File: src/rtl/uart_fifo_rstctl.sv
module uart_fifo_rstctl #(
  parameter int DEPTH = 16,
  localparam int AW = $clog2(DEPTH),
  localparam int LW = AW + 1
) (
  input  logic          clk,
  input  logic          rst_n,
  input  logic [2:0]    ctl_we,
  input  logic [2:0]    ctl_d,
  input  logic          thr_we,
  input  logic [LW-1:0] tx_thr_d,
  input  logic [LW-1:0] rx_thr_d,
  input  logic [2:0]    clr_w1c,
  output logic          chan_run,
  output logic          tx_run,
  output logic          rx_run,
  input  logic          tx_push,
  input  logic [7:0]    tx_wdata,
  input  logic          tx_pop,
  output logic [7:0]    tx_head,
  output logic [LW-1:0] tx_level,
  output logic          tx_empty,
  input  logic          rx_push,
  input  logic [7:0]    rx_wdata,
  input  logic          rx_fe_in,
  input  logic          rx_pe_in,
  input  logic          rx_pop,
  output logic [7:0]    rx_head,
  output logic          rx_head_fe,
  output logic          rx_head_pe,
  output logic [LW-1:0] rx_level,
  output logic          rx_empty,
  output logic          tx_int,
  output logic          rx_int,
  output logic          rx_ovf
);
  localparam logic [LW-1:0] FULL = LW'(DEPTH);

  logic [2:0]    ctl;
  logic [LW-1:0] tx_thr, rx_thr;
  logic [LW-1:0] tx_wp, tx_rp, rx_wp, rx_rp;
  logic [7:0]    tx_mem [DEPTH];
  logic [9:0]    rx_mem [DEPTH];

  assign chan_run = ctl[0];
  assign tx_run   = ctl[1];
  assign rx_run   = ctl[2];

  wire tx_hold = ~chan_run | ~tx_run;
  wire rx_hold = ~chan_run | ~rx_run;

  assign tx_level = tx_wp - tx_rp;
  assign rx_level = rx_wp - rx_rp;
  assign tx_empty = (tx_level == '0);
  assign rx_empty = (rx_level == '0);

  wire tx_wr   = tx_push & ~tx_hold & (tx_level != FULL);
  wire tx_rd   = tx_pop  & ~tx_hold & ~tx_empty;
  wire rx_wr   = rx_push & ~rx_hold & (rx_level != FULL);
  wire rx_rd   = rx_pop  & ~rx_hold & ~rx_empty;
  wire rx_drop = rx_push & ~rx_hold & (rx_level == FULL);

  assign tx_head = tx_mem[tx_rp[AW-1:0]];
  assign {rx_head_fe, rx_head_pe, rx_head} = rx_mem[rx_rp[AW-1:0]];

  always_ff @(posedge clk or negedge rst_n) begin
    if (!rst_n) begin
      ctl    <= 3'b111;
      tx_thr <= '0;
      rx_thr <= FULL;
    end else begin
      ctl <= (ctl & ~ctl_we) | (ctl_d & ctl_we);
      if (thr_we) begin
        tx_thr <= tx_thr_d;
        rx_thr <= rx_thr_d;
      end
    end
  end

  always_ff @(posedge clk or negedge rst_n) begin
    if (!rst_n) begin
      tx_wp <= '0;
      tx_rp <= '0;
    end else if (tx_hold) begin
      tx_wp <= '0;
      tx_rp <= '0;
    end else begin
      if (tx_wr) tx_wp <= tx_wp + 1'b1;
      if (tx_rd) tx_rp <= tx_rp + 1'b1;
    end
  end

  always_ff @(posedge clk or negedge rst_n) begin
    if (!rst_n) begin
      rx_wp <= '0;
      rx_rp <= '0;
    end else if (rx_hold) begin
      rx_wp <= '0;
      rx_rp <= '0;
    end else begin
      if (rx_wr) rx_wp <= rx_wp + 1'b1;
      if (rx_rd) rx_rp <= rx_rp + 1'b1;
    end
  end

  always_ff @(posedge clk) begin
    if (tx_wr) tx_mem[tx_wp[AW-1:0]] <= tx_wdata;
    if (rx_wr) rx_mem[rx_wp[AW-1:0]] <= {rx_fe_in, rx_pe_in, rx_wdata};
  end

  always_ff @(posedge clk or negedge rst_n) begin
    if (!rst_n) begin
      tx_int <= 1'b0;
      rx_int <= 1'b0;
      rx_ovf <= 1'b0;
    end else if (!chan_run) begin
      tx_int <= 1'b0;
      rx_int <= 1'b0;
      rx_ovf <= 1'b0;
    end else begin
      tx_int <= (tx_int & ~clr_w1c[0]) | (tx_level <= tx_thr);
      rx_int <= (rx_int & ~clr_w1c[1]) | (rx_level >= rx_thr);
      rx_ovf <= (rx_ovf & ~clr_w1c[2]) | rx_drop;
    end
  end
endmodule

File: config.mk
export PLATFORM = sky130hd
export DESIGN_NAME = uart_fifo_rstctl
export DESIGN_NICKNAME = d
export VERILOG_FILES = /design/src/rtl/uart_fifo_rstctl.sv
export SDC_FILE = /design/constraint.sdc
export NUM_CORES = 1
export LEC_CHECK = 0
export CAP_MARGIN = 20
export CORE_AREA = 2 2 177 179
export DETAILED_ROUTE_END_ITERATION = 8
export DIE_AREA = 0 0 179 181
export PLACE_DENSITY = 0.67
export REMOVE_ABC_BUFFERS = 1
export SLEW_MARGIN = 20
export SYNTH_ARGS = -nofsm -noshare
export SYNTH_HDL_FRONTEND = slang
export SYNTH_SLANG_ARGS = --single-unit
File: constraint.sdc
create_clock -name clk -period 3.8 [get_ports clk]
set_input_delay 0.38 -clock clk [delete_from_list [all_inputs] [get_ports clk]]
set_output_delay 0.38 -clock clk [all_outputs]
set_load 0.02 [all_outputs]
==> run metrics, run 1 <==
outcome finished, violations left; failing checks hold timing; post-synth top area cell edfxtp_1; H-Tree Depth 2; clk_skew 16.6 ps; PwrDens 502 nW/um^2; grt total ovfl 0; worst hold margin -10.8 ps; CP Class flop to output pin; Area growth, synth to finish 17.9%; worst skew pair latency 510 ps; CTS buffer count 35; most common library cell in the layout ignoring fill and taps edfxtp_1; Hold Path Class input pin to asynchronous set/reset pin; WL/cell 22.3 um; asr flop ratio synth 0.111; IO Port Bufs 79; diode count 0; setup ws final 262 ps; final net count 982; via count 7,504; Max Slew Vio Count 0; clock buffer depth 3; Max-Cap Viols 0; FF-to-FF path depth 9; largest net degree at the start of global routing 65; layout cells sized above 1 0.155; synth unique cells 50; DRT Wirelength 29,600 um; Post-Syn Instances 809; Leakage 5.39 nW; initial DRC count 667; CTS clock-pin slew for the worst setup and hold paths 60 ps; postcts setup bufs 0; # IOs 80; post-synthesis sequential area ratio 0.703; crit path max fanout 5; Top FF cell, synth edfxtp_1; max_slew headroom 0.436; Peak VDD IR 365 uV; Root Buffer clkbuf_16; RSZ-0062 raised after global routing false; die height 181 um; most frequent cells in the layout 288 x edfxtp_1, 77 x clkdlybuf4s50_1, 63 x nand2_1, 52 x mux4_2, 42 x mux2i_1; Synth top area share 0.636; ranking of synthesized cells by area edfxtp_1 64%, mux4_2 8.6%, dfrtp_1 5.9%; Antenna Nets Post-Route 0; Die Area 32,400 sq um; clock sinks 324; row count 64; startpoint types flop; DRT Pass-1 Iters 5; Post-Synthesis Cell Area 13,600 sq um; Core Region 30,300 sq um; Least-Margin Pin Slew 846 ps; arrival time worst endpoint 3160 ps; initial antenna violation count 0; Placement Setup Slack 302 ps; Global Route Usage Sum 0.187; first-pass GRT wire length 45,800 um; final setup fails 0; crit path time final 3540 ps; Layout Utilization 0.528; CTS tree done; Required @ worst endpoint 3420 ps; #FFs+latches synth 324; Hold-fix buffers, CTS 0; dpl cells 1,267; Via density 5.65; DP Wirelength 19,100 um; Peak Freq 283 MHz; starting density of the core 0.448; vias in the first global route 7,672; Finished Layout Cells 1,328; CTS resizes 0; synth warn 0; Residual DRC 0; Hold Vio Cnt, Final 32; RD Place Congestion 0.828; Die W 179 um; fin crit share 0.931; Post-synth EDFFs 288; CP endpoint kind output pin; Mapped Avg Cell Area 16.8 sq um
==> power breakdown <==
group	total, W	switching, W	internal [W]
Combinational	0.000715	0.000400	0.000316
Clock	0.00339	0.00134	0.00205
Sequential	0.00394	0.0000201	0.00392
==> logic make-up after synthesis <==
kind of cell / synth area share
xor+xnor: 0.00387
mux: 0.122
fa+ha+maj: 0.0287
compound gates: 0.0538
flops: 0.703
simple gates: 0.0661
buf+inv: 0.0226
==> per-layer routing <==
metal,vias to the layer above,global-route usage,part of all wire
met2,234,0.314,0.51
li1,3406,-,-
met5,-,0,0
met4,0,0.0455,0.019
met1,3826,0.253,0.41
met3,38,0.0349,0.056
==> cell type report <==
| type | count | area [sq um] |
|---|---|---|
| Clock buffer | 43 | 947 |
| Clock inverter | 18 | 206 |
| Fill cell | 2415 | 14300 |
| Inverter | 29 | 109 |
| Multi-Input combinational cell | 420 | 3770 |
| Sequential cell | 324 | 9560 |
| Tap cell | 396 | 495 |
| Timing Repair Buffer | 98 | 943 |
==> path summary, 6_finish.rpt <==
kind,startpoint,endpoint,slack (ps)
min,rst_n,tx_thr[3],-10
max reg2reg,rx_wp[0],rx_mem[11][4],280
min reg2reg,rx_thr[0],rx_thr[0],510
max,rx_wp[0],rx_empty,260
max in group asynchronous,rst_n,rx_rp[0],3190
min in group clk,rx_thr_d[4],rx_thr[4],420
==> synthesized netlist by cell type (all sizes together) (2+ instances only) <==
| library cell | number |
|---|---|
| a211o | 3 |
| a211oi | 2 |
| a21oi | 24 |
| a221oi | 20 |
| a22oi | 9 |
| a2bb2oi | 2 |
| a31oi | 9 |
| a32oi | 2 |
| and2 | 5 |
| and3 | 35 |
| buf | 20 |
| clkbuf | 16 |
| clkinv | 2 |
| dfrtp | 32 |
| dfstp | 4 |
| edfxtp | 288 |
| fa | 2 |
| ha | 28 |
| inv | 27 |
| mux2 | 6 |
| mux2i | 42 |
| mux4 | 52 |
| nand2 | 63 |
| nand2b | 4 |
| nand3 | 6 |
| nand3b | 7 |
| nand4 | 6 |
| nand4b | 2 |
| nor2 | 13 |
| nor2b | 6 |
| nor3 | 5 |
| nor3b | 3 |
| o21a | 2 |
| o21ai | 37 |
| or3 | 13 |
| xor2 | 6 |
==> registers in the layout, indices dropped and copies added, names as in the netlist, 5 cells and up, named ones only <==
name and cells:
tx_rp 5, rx_mem 160, tx_mem 128, rx_wp 5, rx_rp 5, rx_thr 5
tx_wp 5, tx_thr 5
==> worst max-delay path, cell delays in order (launching register included) <==
cell,delay (ps)
dfrtp_1,420
inv_1,150
ha_1,190
inv_1,50
fa_1,500
nand3b_1,190
a211o_1,300
a2bb2oi_2,210
clkdlybuf4s50_1,640
==> metrics by stage <==
| stage | TNS [ps] | power [W] | area, sq um |
|---|---|---|---|
| final | 0 | 0.00804 | 16000 |
| after CTS | 0 | 0.00810 | 16000 |
| after detailed placement | 0 | 0.00473 | 14900 |
| after global placement | 0 | 0.00472 | 14900 |
| after global routing | 0 | 0.00831 | 16000 |
| after floorplan | -264340 | 0.00440 | 13400 |
(Power assumes the default switching activity.)
==> run 2: changes to the inputs <==
--- a/config.mk
+++ b/config.mk
@@ -5,10 +5,11 @@
 export SDC_FILE = /design/constraint.sdc
 export NUM_CORES = 1
 export LEC_CHECK = 0
+export ABC_AREA = 1
 export CAP_MARGIN = 20
-export CORE_AREA = 2 2 177 179
+export CORE_AREA = 2 2 180 182
 export DETAILED_ROUTE_END_ITERATION = 8
-export DIE_AREA = 0 0 179 181
+export DIE_AREA = 0 0 182 184
 export PLACE_DENSITY = 0.67
 export REMOVE_ABC_BUFFERS = 1
 export SLEW_MARGIN = 20
==> constraint.sdc (replaced) <==
create_clock -name clk -period 2.9 [get_ports clk]
set_input_delay 0.29 -clock clk [delete_from_list [all_inputs] [get_ports clk]]
set_output_delay 0.29 -clock clk [all_outputs]
set_load 0.02 [all_outputs]
==> run 2 against run 1 <==
The flow now finishes without violations. Worst hold slack better by 340 ps. Synthesized cell count is 44% higher. Via count is 24% higher. Highest routed layer unchanged. Count of clock-buffer cells in the layout is 2 higher. Total power is 27% higher. Register-to-register slack worse by 70 ps. Final cell count is 28% higher. Global-route usage is 0.21 points lower. Die area is 3.4% higher. Critical endpoint unchanged. Combinational power is 4.3% higher. Core utilization is 0.39 points higher.
==> run metrics, run 2 <==
CTS buffer count 35 (unchanged); WL/cell 18.0 um (was 22.3 um); Die W 182 um (was 179 um); Leakage 6.17 nW (was 5.39 nW); Hold Vio Cnt, Final 0 (was 32); Synth top cells by count 288 x edfxtp_1, 158 x nor2_1, 144 x o21ai_0 (was 288 x edfxtp_1, 63 x nand2_1, 52 x mux4_2); crit path buf inv count 3 (unchanged); PwrDens 611 nW/um^2 (was 502 nW/um^2); CP endpoint kind output pin (unchanged); combinational share of power 0.073 (was 0.089); post-synthesis sequential area ratio 0.682 (was 0.703); mux contribution to synthesized area 0.00321 (was 0.122); Mapped Avg Cell Area 12.1 sq um (was 16.8 sq um); Required @ worst endpoint 2610 ps (was 3420 ps); most common library cell in the layout ignoring fill and taps edfxtp_1 (unchanged); die height 184 um (was 181 um); Peak VDD IR 553 uV (was 365 uV); IO Port Bufs 79 (unchanged); Die Area 33,500 sq um (was 32,400 sq um); via count 9,292 (was 7,504); Via density 5.45 (was 5.65); critical path's slowest cell dfrtp_2 (was clkdlybuf4s50_1); CP top delay family adder cells (was buffers and inverters); flop2flop setup slack 210 ps (was 280 ps); largest net degree at the start of global routing 69 (was 65); Residual DRC 0 (unchanged); Flop pwr share 0.504 (was 0.490); crit-path cells ha_1, inv_1, fa_1, or2_1, nor2_4, nand3_4, inv_1, buf_2 (was inv_1, ha_1, inv_1, fa_1, nand3b_1, a211o_1, a2bb2oi_2, clkdlybuf4s50_1); DP Wirelength 19,600 um (was 19,100 um); arrival time worst endpoint 2440 ps (was 3160 ps); H-Tree Depth 2 (unchanged); max_slew headroom 0.404 (was 0.436); Max-Cap Viols 0 (unchanged); Sw Pwr 0.00222 W (was 0.00176 W); Antenna Nets Post-Route 0 (unchanged); DRT Pass-1 Iters 5 (unchanged); Layout Utilization 0.532 (was 0.528); initial DRC count 695 (was 667); clock sinks 324 (unchanged); Peak Freq 366 MHz; Area growth, synth to finish 19.2% (was 17.9%); Sw Share 0.218 (was 0.219); Post-Synthesis Cell Area 14,000 sq um (was 13,600 sq um); layout cells sized above 1 0.125 (was 0.155); synth unique cells 41 (was 50); largest family of logic cells by synthesized area simple AND/OR/NAND/NOR gates (was multiplexers); final setup fails 0 (unchanged); starting density of the core 0.446 (was 0.448); fin crit share 0.943; RD Place Congestion 0.785 (was 0.828); clock buffer depth 3 (unchanged); CP Class flop to output pin (unchanged); CP max stage delay 430 ps (was 640 ps); CTS tree done (unchanged); post-synth top area cell edfxtp_1 (unchanged); Synth Area in Simple Gates 0.133 (was 0.0661); vias in the first global route 9,005 (was 7,672); clock share of power 0.423 (was 0.421); ranking of synthesized cells by area edfxtp_1 62%, dfrtp_1 5.7%, o21ai_0 5.1% (was edfxtp_1 64%, mux4_2 8.6%, dfrtp_1 5.9%); Post-Synth XOR/XNOR Area 0.00741 (was 0.00387); Least-Margin Pin Slew 891 ps (was 846 ps); Core Region 31,400 sq um (was 30,300 sq um); synth warn 0 (unchanged); Post-synth EDFFs 288 (unchanged); Compound-Gate Fraction of Synth Area 0.105 (was 0.0538); Synth Area in Adders 0.0279 (was 0.0287); worst hold margin 327 ps (was -10.8 ps); CTS clock-pin slew for the worst setup and hold paths 60 ps (about the same); clk_skew 19.1 ps (was 16.6 ps); Max Slew Vio Count 0 (unchanged); max reg flops 160 (unchanged); DRT Wirelength 30,700 um (was 29,600 um); Int Power 0.00798 W (was 0.00628 W); Root Buffer clkbuf_16 (unchanged); asr flop ratio synth 0.111 (unchanged); RSZ-0062 raised after global routing false (unchanged); outcome finished clean (was finished, violations left); crit path time final 2730 ps; postcts setup bufs 0 (unchanged); initial antenna violation count 1 (was 0); Synth top area share 0.617 (was 0.636); Global Route Usage Sum 0.185 (was 0.187); Hold Path Class input pin to flop (was input pin to asynchronous set/reset pin); #FFs+latches synth 324 (unchanged); most frequent cell after synthesis edfxtp_1 (unchanged); Post-Syn Instances 1,162 (was 809); startpoint types flop (unchanged); crit path max fanout 7 (was 5); row count 65 (was 64); worst skew pair latency 510 ps (about the same); final net count 1,352 (was 982); # IOs 80 (unchanged); first-pass GRT wire length 49,000 um (was 45,800 um); most frequent cells in the layout 288 x edfxtp_1, 158 x nor2_1, 144 x o21ai_0, 111 x nand2_1, 66 x inv_1 (was 288 x edfxtp_1, 77 x clkdlybuf4s50_1, 63 x nand2_1, 52 x mux4_2, 42 x mux2i_1); grt total ovfl 0 (unchanged); most frequent cell on the critical path inv_1 (unchanged); diode count 0 (unchanged); Top FF cell, synth edfxtp_1 (unchanged)
## run 2: worst paths after layout
kind                             start       endpoint  cells past startpoint
max in group asynchronous        rst_n       rx_rp[0]                      2
min in group asynchronous        rst_n       tx_wp[3]                      2
min                        rx_thr_d[4]      rx_thr[4]                      3
max reg2reg                   rx_wp[0]  rx_mem[15][6]                      9
min reg2reg                  rx_thr[4]      rx_thr[4]                      2
max                           rx_rp[0]       rx_empty                      8
## run 2: through the flow
stage	instance area, sq um	setup slack, ps	std cells	total power, W	setup TNS [ps]
final	16700	166	1706	0.0102	0
after global routing	16700	10.2	1706	0.0106	0
after CTS	16700	9.04	1706	0.0103	0
after detailed placement	15500	132	1642	0.00600	0
after global placement	15500	156	1642	0.00599	0
after floorplan	13700	-1390	1097	0.00562	-331530
## run 2: cell families (layout without fill, tap and decap cells)
| kind of cell | count (synthesis) | in the layout |
|---|---|---|
| AND/OR/NAND/NOR | 404 | 404 |
| flip-flops | 324 | 324 |
| XOR/XNOR | 11 | 11 |
| buffers and inverters | 138 | 280 |
| adder cells (fa/ha/maj) | 30 | 30 |
| AO/OA/AOI/OAI | 251 | 251 |
| multiplexers | 4 | 4 |
## run 2: layer usage
metal  share of wire  GRT usage
met5               0          0
met4           0.022     0.0577
met3           0.055     0.0309
met2            0.48      0.312
met1            0.44      0.247
## run 2: repair_timing
action	in CTS	in global routing
endpoints found under the hold margin	32	0
resized for setup	37	12
setup endpoints to repair	24	26
pin swaps	1	1
gates cloned	0	0
hold buffers	1	0
## run 2: layout make-up
cell class | instances | area (sq um)
clock buffers | 45 | 945
flip-flops and latches | 324 | 9560
repair buffers | 144 | 1340
inverters | 73 | 282
clock inverters | 18 | 178
fillers | 2621 | 14700
multi-input cells | 700 | 3890
well taps | 402 | 503
## run 2: worst min-delay path, cell delays in order
cell and delay, ps:
clkdlybuf4s50_1 400, nand2_1 60, o21ai_0 70
## run 2: power groups by stage
| stage | logic (W) | registers, W | clock network (W) |
|---|---|---|---|
| after floorplan | 0.000352 | 0.00527 | 0 |
| after global placement | 0.000749 | 0.00524 | 0 |
| after detailed placement | 0.000761 | 0.00524 | 0 |
| after CTS | 0.000759 | 0.00514 | 0.00440 |
| after global routing | 0.000826 | 0.00515 | 0.00459 |
| final | 0.000746 | 0.00514 | 0.00431 |
==> run 3: changes to the inputs <==
--- a/config.mk
+++ b/config.mk
@@ -10,7 +10,8 @@
 export CORE_AREA = 2 2 180 182
 export DETAILED_ROUTE_END_ITERATION = 8
 export DIE_AREA = 0 0 182 184
-export PLACE_DENSITY = 0.67
+export DONT_BUFFER_PORTS = 1
+export PLACE_DENSITY = 0.63
 export REMOVE_ABC_BUFFERS = 1
 export SLEW_MARGIN = 20
 export SYNTH_ARGS = -nofsm -noshare
==> run 3 against run 2 <==
Maximum frequency down 2.5%. Clock skew is 1.0 ps higher. Critical path depth decreased by 1. Core utilization fell by 1.5 points. Flip-flop and latch count did not move. Register-to-register slack worse by 60 ps. Via count up 0.61%. Final cell count down 2.7%. Critical path type unchanged. Largest cell class unchanged.
==> run metrics, run 3 (synthesis results as in run 2) <==
WL/cell 20.8 um (was 18.0 um); DRT Pass-1 Iters 5 (unchanged); CP Class flop to output pin (unchanged); starting density of the core 0.446 (unchanged); Root Buffer clkbuf_16 (unchanged); outcome finished clean (unchanged); Finished Layout Cells 1,660 (was 1,706); startpoint types flop (unchanged); CP endpoint kind output pin (unchanged); DRT Wirelength 34,500 um (was 30,700 um); critical path's slowest cell dfrtp_2 (unchanged); Required @ worst endpoint 2610 ps (about the same); largest net degree at the start of global routing 69 (unchanged); Peak VDD IR 464 uV (was 553 uV); CTS buffer count 35 (unchanged); IO Port Bufs 0 (was 79); most common library cell in the layout ignoring fill and taps edfxtp_1 (unchanged); CTS tree done (unchanged); clock sinks 324 (unchanged); met1 GRT Util 0.265 (was 0.247); Via density 5.63 (was 5.45); met2 Usage GRT 0.348 (was 0.312); Core Region 31,400 sq um (unchanged); Placement Setup Slack 14.9 ps (was 132 ps); RSZ-0062 raised after global routing true (was false); Sw Share 0.230 (was 0.218); met3 GRT Util 0.0386 (was 0.0309); crit path max fanout 68 (was 7); combinational share of power 0.074 (was 0.073); most frequent cells in the layout 288 x edfxtp_1, 157 x nor2_1, 144 x o21ai_0, 109 x nand2_1, 64 x inv_1 (was 288 x edfxtp_1, 158 x nor2_1, 144 x o21ai_0, 111 x nand2_1, 66 x inv_1); grt total ovfl 0 (unchanged); Max Slew Vio Count 0 (unchanged); Antenna Nets Post-Route 0 (unchanged); layer with the highest usage met2 (unchanged); Int Power 0.00764 W (was 0.00798 W); CP max stage delay 410 ps (was 430 ps); Leakage 5.85 nW (was 6.17 nW); Area growth, synth to finish 15.8% (was 19.2%); flop2flop setup slack 150 ps (was 210 ps); clk_skew 20.2 ps (was 19.1 ps); Max-Cap Viols 0 (unchanged); diode count 0 (unchanged); via count 9,349 (was 9,292); Flop pwr share 0.520 (was 0.504); setup ws final 97.5 ps (was 166 ps); worst skew pair latency 520 ps (was 510 ps); final setup fails 0 (unchanged); row count 65 (unchanged); PwrDens 611 nW/um^2 (about the same); DP Wirelength 22,000 um (was 19,600 um); arrival time worst endpoint 2510 ps (was 2440 ps); CTS clock-pin slew for the worst setup and hold paths 60 ps (about the same); Least-Margin Pin Slew 896 ps (was 891 ps); Hold Vio Cnt, Final 0 (unchanged); vias in the first global route 9,227 (was 9,005); Sw Pwr 0.00227 W (was 0.00222 W); Hold Path Class input pin to flop (unchanged); Global Route Usage Sum 0.206 (was 0.185); initial DRC count 756 (was 695); Residual DRC 0 (unchanged); fin crit share 0.966 (was 0.943); final net count 1,308 (was 1,352); Die W 182 um (unchanged); dpl cells 1,559 (was 1,642); first-pass GRT wire length 53,300 um (was 49,000 um); die height 184 um (unchanged); setup_tns 0 ps (unchanged); RD Place Congestion 0.861 (was 0.785); clock share of power 0.406 (was 0.423); crit-path cells clkbuf_8, inv_2, buf_12, o21ai_0, o221ai_1, nand3_1, nand2_1 (was ha_1, inv_1, fa_1, or2_1, nor2_4, nand3_4, inv_1, buf_2); initial antenna violation count 0 (was 1); crit path time final 2800 ps (was 2730 ps); # IOs 80 (unchanged); H-Tree Depth 2 (unchanged); layout cells sized above 1 0.131 (was 0.125); Die Area 33,500 sq um (unchanged); Peak Freq 357 MHz (was 366 MHz); max reg flops 160 (unchanged); max_slew headroom 0.400 (was 0.404); clock buffer depth 3 (unchanged)
## run 3: metrics by stage
stage	utilization	cell area [sq um]	hold WS, ps	total power, W
after floorplan	-	13700	-5.59	0.00562
after global placement	0.468	14700	-3.96	0.00581
after detailed placement	0.469	14700	-3.83	0.00582
after CTS	0.516	16200	68.2	0.00998
after global routing	0.517	16200	102	0.0102
final	0.517	16200	84.1	0.00991
## run 3: what timing repair did
| action | in CTS | in global routing |
|---|---|---|
| setup endpoints to repair | 12 | 105 |
| resized for setup | 6 | 13 |
| hold buffers | 40 | 0 |
| pin swaps | 0 | 0 |
| buffers inserted | 0 | 0 |
| hold endpoints to repair | 348 | 0 |
## run 3: worst max-delay path, delay by kind of cell (launching register included)
family,cells,cell delay (ps)
compound gates,2,380
simple gates,2,460
flops,1,410
buf+inv,3,700
## run 3: path summary, 6_finish.rpt
check,cells past startpoint,from,endpoint
worst max-delay path,7,tx_rp[0],tx_head[0]
worst min-delay path,5,clr_w1c[1],rx_int
worst max register to register,11,tx_wp[0],tx_mem[15][2]
worst min register to register,1,tx_thr[0],tx_thr[0]
max in group asynchronous,2,rst_n,rx_thr[4]
min in group asynchronous,2,rst_n,rx_wp[2]
## run 3: cell type report
cell class                      instances  area [sq um]
Clock inverter                         13          80.1
Tap cell                              402           503
Timing Repair Buffer                  100           908
Clock buffer                           48           946
Sequential cell                       324          9560
Inverter                               73           282
Fill cell                            2704         15200
Multi-Input combinational cell        700          3950
## run 3: power groups by stage
stage	clock network (W)	logic (W)	registers, W
after CTS	0.00410	0.000720	0.00515
final	0.00403	0.000729	0.00515
after detailed placement	0	0.000566	0.00525
after global placement	0	0.000560	0.00525
after floorplan	0	0.000352	0.00527
after global routing	0.00427	0.000798	0.00516
## run 3: routing by layer
metal / routed length [um] / share of wire
met5: 0 / 0
met4: 1200 / 0.035
met2: 16700 / 0.48
met3: 2220 / 0.064
met1: 14400 / 0.42
